### src/rtl/adc_bank_pkg.sv
package adc_bank_pkg;
  localparam int RES_W  = 10;
  localparam int WORD_W = 16;
  localparam int BUS_W  = 8;
  localparam int PAD_W  = WORD_W - RES_W;

  typedef logic [RES_W-1:0]  res_t;
  typedef logic [WORD_W-1:0] word_t;
  typedef logic [BUS_W-1:0]  byte_t;

  // Left-justify a result into its 16-bit word
  function automatic word_t pack_word(input res_t r);
    return {r, {PAD_W{1'b0}}};
  endfunction

  function automatic byte_t hi_byte(input word_t w);
    return w[WORD_W-1 -: BUS_W];
  endfunction

  function automatic byte_t lo_byte(input word_t w);
    return w[BUS_W-1:0];
  endfunction
endpackage

### src/rtl/adc_result_store.sv
module adc_result_store
  import adc_bank_pkg::*;
#(
  parameter int NUM_REGS = 4,
  parameter int CH_W     = 3,
  localparam int REG_W   = $clog2(NUM_REGS)
) (
  input  logic                    clk,
  input  logic                    rst_n,
  input  logic                    cv_valid,
  input  logic [CH_W-1:0]         cv_chan,
  input  res_t                    cv_data,
  output word_t [NUM_REGS-1:0]    words
);
  logic [REG_W-1:0]    slot_idx;
  logic [NUM_REGS-1:0] upd_hit;

  assign slot_idx = REG_W'(cv_chan % NUM_REGS);

  for (genvar g = 0; g < NUM_REGS; g++) begin : g_slot
    assign upd_hit[g] = cv_valid && (slot_idx == REG_W'(g));

    always_ff @(posedge clk or negedge rst_n) begin
      if (!rst_n)          words[g] <= '0;
      else if (upd_hit[g]) words[g] <= pack_word(cv_data);
    end


    store_upd_chk: assert property (@(posedge clk) disable iff (!rst_n)
      cv_valid && ((cv_chan % NUM_REGS) == g) |=> words[g][WORD_W-1 -: RES_W] == $past(cv_data));

    slot_keep_chk: assert property (@(posedge clk) disable iff (!rst_n)
      !(cv_valid && ((cv_chan % NUM_REGS) == g)) |=> $stable(words[g]));
  end


  one_hit_chk: assert property (@(posedge clk) disable iff (!rst_n) $onehot0(upd_hit));
endmodule

### src/rtl/adc_byte_reader.sv
module adc_byte_reader
  import adc_bank_pkg::*;
#(
  parameter int NUM_REGS = 4,
  localparam int REG_W   = $clog2(NUM_REGS)
) (
  input  logic                 clk,
  input  logic                 rst_n,
  input  word_t [NUM_REGS-1:0] words,
  input  logic                 rd_en,
  input  logic [REG_W:0]       rd_addr,
  output byte_t                rd_data
);
  logic [REG_W-1:0] rd_sel;
  logic             want_hi;
  logic             up_read;
  byte_t            tmp_q;
  word_t            sel_word;

  assign rd_sel   = rd_addr[REG_W:1];
  assign want_hi  = ~rd_addr[0];
  assign up_read  = rd_en && want_hi;
  assign sel_word = words[rd_sel];

  always_ff @(posedge clk or negedge rst_n) begin
    if (!rst_n)       tmp_q <= '0;
    else if (up_read) tmp_q <= lo_byte(sel_word);
  end

  always_comb begin
    if (!rd_en)       rd_data = '0;
    else if (want_hi) rd_data = hi_byte(sel_word);
    else              rd_data = tmp_q;
  end


  tmp_capture_chk: assert property (@(posedge clk) disable iff (!rst_n)
    up_read |=> tmp_q == $past(lo_byte(sel_word)));

  tmp_hold_chk: assert property (@(posedge clk) disable iff (!rst_n)
    !up_read |=> $stable(tmp_q));

  lo_pad_zero_chk: assert property (@(posedge clk) disable iff (!rst_n)
    rd_en && rd_addr[0] |-> rd_data[PAD_W-1:0] == '0);

  idle_zero_chk: assert property (@(posedge clk) disable iff (!rst_n)
    !rd_en |-> rd_data == '0);
endmodule

### src/rtl/adc_result_bank.sv
module adc_result_bank
  import adc_bank_pkg::*;
#(
  parameter int NUM_REGS = 4,
  parameter int CH_W     = 3,
  localparam int REG_W   = $clog2(NUM_REGS)
) (
  input  logic                  clk,
  input  logic                  rst_n,
  input  logic                  cv_valid,
  input  logic [CH_W-1:0]       cv_chan,
  input  logic [RES_W-1:0]      cv_data,
  input  logic                  rd_en,
  input  logic [REG_W:0]        rd_addr,
  output logic [BUS_W-1:0]      rd_data
);
  word_t [NUM_REGS-1:0] words;

  adc_result_store #(.NUM_REGS(NUM_REGS), .CH_W(CH_W)) u_store (
    .clk(clk), .rst_n(rst_n), .cv_valid(cv_valid),
    .cv_chan(cv_chan), .cv_data(cv_data), .words(words)
  );

  adc_byte_reader #(.NUM_REGS(NUM_REGS)) u_reader (
    .clk(clk), .rst_n(rst_n), .words(words),
    .rd_en(rd_en), .rd_addr(rd_addr), .rd_data(rd_data)
  );
endmodule

### config.mk
export PLATFORM = sky130hd
export DESIGN_NAME = adc_result_bank
export DESIGN_NICKNAME = d
export VERILOG_FILES = /design/src/rtl/adc_bank_pkg.sv /design/src/rtl/adc_result_store.sv /design/src/rtl/adc_byte_reader.sv /design/src/rtl/adc_result_bank.sv
export SDC_FILE = /design/constraint.sdc
export NUM_CORES = 1
export LEC_CHECK = 0
export ABC_AREA = 1
export ABC_CLOCK_PERIOD_IN_PS = 1100
export CORE_ASPECT_RATIO = 1.2
export CORE_MARGIN = 3
export CORE_UTILIZATION = 62
export DETAILED_ROUTE_END_ITERATION = 10
export DONT_BUFFER_PORTS = 1
export PLACE_DENSITY = 0.75
export SLEW_MARGIN = 20
export SYNTH_ARGS = -nofsm -noshare
export SYNTH_HDL_FRONTEND = slang
export SYNTH_SLANG_ARGS = --single-unit
export TNS_END_PERCENT = 10
### constraint.sdc
create_clock -name clk -period 1.1 [get_ports clk]
set_clock_uncertainty 0.15 [all_clocks]
set_input_delay 0.055 -clock clk [delete_from_list [all_inputs] [get_ports clk]]
set_output_delay 0.055 -clock clk [all_outputs]
set_load 0.005 [all_outputs]
==> results.py <==
metrics = {
    "critical_path": {
        "worstSetupPathType": "reg -> out",
        "arrival_ns": 1.12,
        "end_kind": "output port",
        "timing.rr.end": "u_reader.tmp_q[6]",
        "path_cells": "nor2_1, nor2_1, o21ai_1, a21oi_1",
        "crit_path_frequent_cell": "nor2_1",
        "rrSetupSlack_ns": 0.11,
        "crit_required_ns": 0.89,
        "reg2reg_from": "u_store.words[54]",
        "rr_worst_depth": 6,
        "max_stage_delay_ns": 0.38,
        "startpoint_type": "flop",
        "crit_fanout": 2,
        "critPathSlowestCell": "dfrtp_1",
    },
    "power": {
        "powerDensity_nw_per_um2": 1480,
        "p_int_uw": 2340,
        "pwr-share-seq_pct": 59.1,
        "peakVddDrop_uv": 1300,
        "clkPwrFrac_pct": 24.2,
        "comb_power_share_pct": 16.7,
        "p_sw_share_pct": 28.2,
        "switchingPower_uw": 916,
        "power.leakage_uw": 0.00112,
    },
    "floorplan": {
        "start_util_pct": 67.4,
        "die_h_um": 67.4,
        "die_x_um": 57.2,
        "die_area_um2": 3860,
        "rows": 21,
        "fp.coreArea_um2": 2890,
        "io_pins": 28,
    },
    "timing": {
        "hold_viol_final": 44,
        "slew_violations": 0,
        "max_clock_freq_mhz": 756,
        "finalSetupViolCount": 8,
        "max_slew_margin_pct": 70.2,
        "grt_setup_unrepaired": "true",
        "worstMarginPinSlew_ns": 0.446,
        "fin_crit_sh_pct": 120,
        "setup_slack_ns": -0.222,
        "fin_hold_ws_ns": -0.768,
        "fin_crit_ns": 1.32,
    },
    "yosys": {
        "synth_xor_area_share_pct": 0,
        "syn_area_um2": 1950,
        "netlist_instances": 250,
        "synth-edff-count": 0,
        "synthMostInstantiatedCell": "nand2_1",
        "synth_top_family_by_area": "simple AND/OR/NAND/NOR gates",
        "yosysSeqAreaShare_pct": 53.9,
        "synth_fa_ha_area_share_pct": 0,
        "synth_top_area_share_pct": 53.9,
        "ys_seq_elements": 42,
        "ys.flop_type": "dfrtp_1",
        "syn_avg_cell_area_um2": 7.80,
        "ys_top_cells_by_area": "dfrtp_1, nand2_1, o21ai_0",
        "yosysWarnings": 0,
        "synth_commonest_cells": "nand2_1, o21ai_0, dfrtp_1, inv_1, nor2_1",
        "synth_top_area_cell": "dfrtp_1",
        "synth-simple-area-share_pct": 23.4,
        "synth_cell_type_count": 13,
        "synth_nets": 270,
        "synth_compound_area_share_pct": 14.4,
        "async_flop_share_pct": 100,
        "synth.area.mux_share_pct": 0,
    },
    "layout": {
        "fin_nets": 283,
        "fillers": 226,
        "final-seq-area_um2": 1050,
        "diodes": 0,
        "syn2layout_area_growth_pct": 12.7,
        "drive_above_1_share_pct": 8.71,
        "multi_input_area_um2": 762,
    },
    "global_routing": {
        "grt_max_degree": 43,
        "grt-ovfl-total": 0,
        "grt_use_total_pct": 25.2,
        "grt_pass1_wl_mm": 7.30,
        "grt_pass1_vias": 1610,
        "antenna_found_initial": 0,
    },
    "route": {
        "drc": 0,
        "drt_wl_total_mm": 4.19,
        "wl_per_cell_um": 14.1,
        "via_per_inst": 5.49,
        "num_vias": 1637,
        "ant_nets": 0,
        "drt_iter0_drc": 105,
        "dr.pass1.iters": 4,
    },
    "job": {
        "cap_violations": 0,
    },
    "cts": {
        "holdBufCountCts": 13,
        "cts_buffers": 5,
        "clock_sink_count": 42,
        "clkTransAtPathRegs_ns": 0.11,
        "cts-root-buf": "clkbuf_4",
        "clock_path_buffers": 2,
        "clkLatencyLatePin_ns": 0.35,
        "htreeDepth": 2,
        "cts_tree": "built",
    },
    "worst_hold_path": {
        "hold_path.class": "in -> async",
    },
    "placed_design": {
        "portBuffers": 0,
        "pre_cts_ws_ns": 0.122,
        "dp_hpwl_mm": 2.53,
        "place.gp.congestion": 0.792,
    },
    "outcome": {
        "violations": "hold timing, setup timing",
        "outcome": "finished with violations",
    },
}
## through the flow
stage,setup TNS [ns],utilization (%),cells,total power (µW),instance area (µm²)
after floorplan,0,-,250,2310,1950
after global placement,0,68.2,276,2380,1970
after detailed placement,0,68.2,276,2420,1970
after CTS,-1.58,75.5,297,3250,2180
after global routing,-2.27,76.0,298,3470,2200
final,-1.48,76.0,298,3250,2200
## sequential cells by signal, indices dropped and copies added (netlist names)
signal and count:
u_reader.tmp_q 2, u_store.words 40
## critical path, delay by kind of cell, from the launching register on
family             cells  cell delay (ns)
AOI/OAI and AO/OA      2             0.27
DFF                    1             0.38
and+or+nand+nor        2             0.12
## worst max path at each step
stage	from	to	slack, ns	depth (start not counted)
floorplan	u_store.words[54]	u_reader.tmp_q[6]	0.20	6
global placement	u_store.words[54]	u_reader.tmp_q[6]	0.17	6
detailed placement	u_store.words[54]	u_reader.tmp_q[6]	0.12	6
CTS	u_store.words[41]	rd_data[1]	-0.22	4
global route	u_store.words[43]	rd_data[3]	-0.33	4
finish	u_store.words[43]	rd_data[3]	-0.22	4
## metal layers
layer	vias to the layer above	wire, µm	track usage (%)
li1	816	-	-
met1	770	1760	28.9
met2	45	2150	44.1
met3	6	232	7.65
met4	0	51	9.86
met5	-	0	0
## what timing repair did
action                                  in CTS  in global routing
endpoints found under the setup margin       8                 12
pin swaps                                    0                  2
gates resized for setup                      8                  4
gates cloned                                 0                  0
setup buffers                                0                  1
endpoints found under the hold margin       84                 44
## cells in the final DEF, fill, tap and decap left out, drive strengths merged
master,instances
nand2,91
o21ai,48
dfrtp,42
inv,24
dlygate4sd3,13
nor2,12
nand3,12
a21oi,8
clkbuf,7
buf,6
clkinv,1
## cell type report
class | instances | area share, %
Clock inverter | 1 | 0.228
Multi-Input combinational cell | 171 | 34.7
Tap cell | 34 | 1.94
Inverter | 24 | 4.10
Timing Repair Buffer | 19 | 8.71
Sequential cell | 42 | 47.8
Clock buffer | 7 | 2.51
## power by group through the flow
| stage | logic, µW | registers (µW) | clock network, µW |
|---|---|---|---|
| 6_report | 545 | 1920 | 787 |
| 5_1_grt | 641 | 1950 | 875 |
| 4_1_cts | 533 | 1920 | 804 |
| 3_5_place_dp | 476 | 1950 | 0 |
| 3_3_place_gp | 450 | 1930 | 0 |
| 2_1_floorplan | 400 | 1910 | 0 |
## cell families (layout without fill, tap and decap cells)
family | count (synthesis) | in the layout
AO/OA/AOI/OAI | 56 | 56
AND/OR/NAND/NOR | 115 | 115
flip-flops | 42 | 42
buffers and inverters | 37 | 51
(Power assumes the default switching activity.)
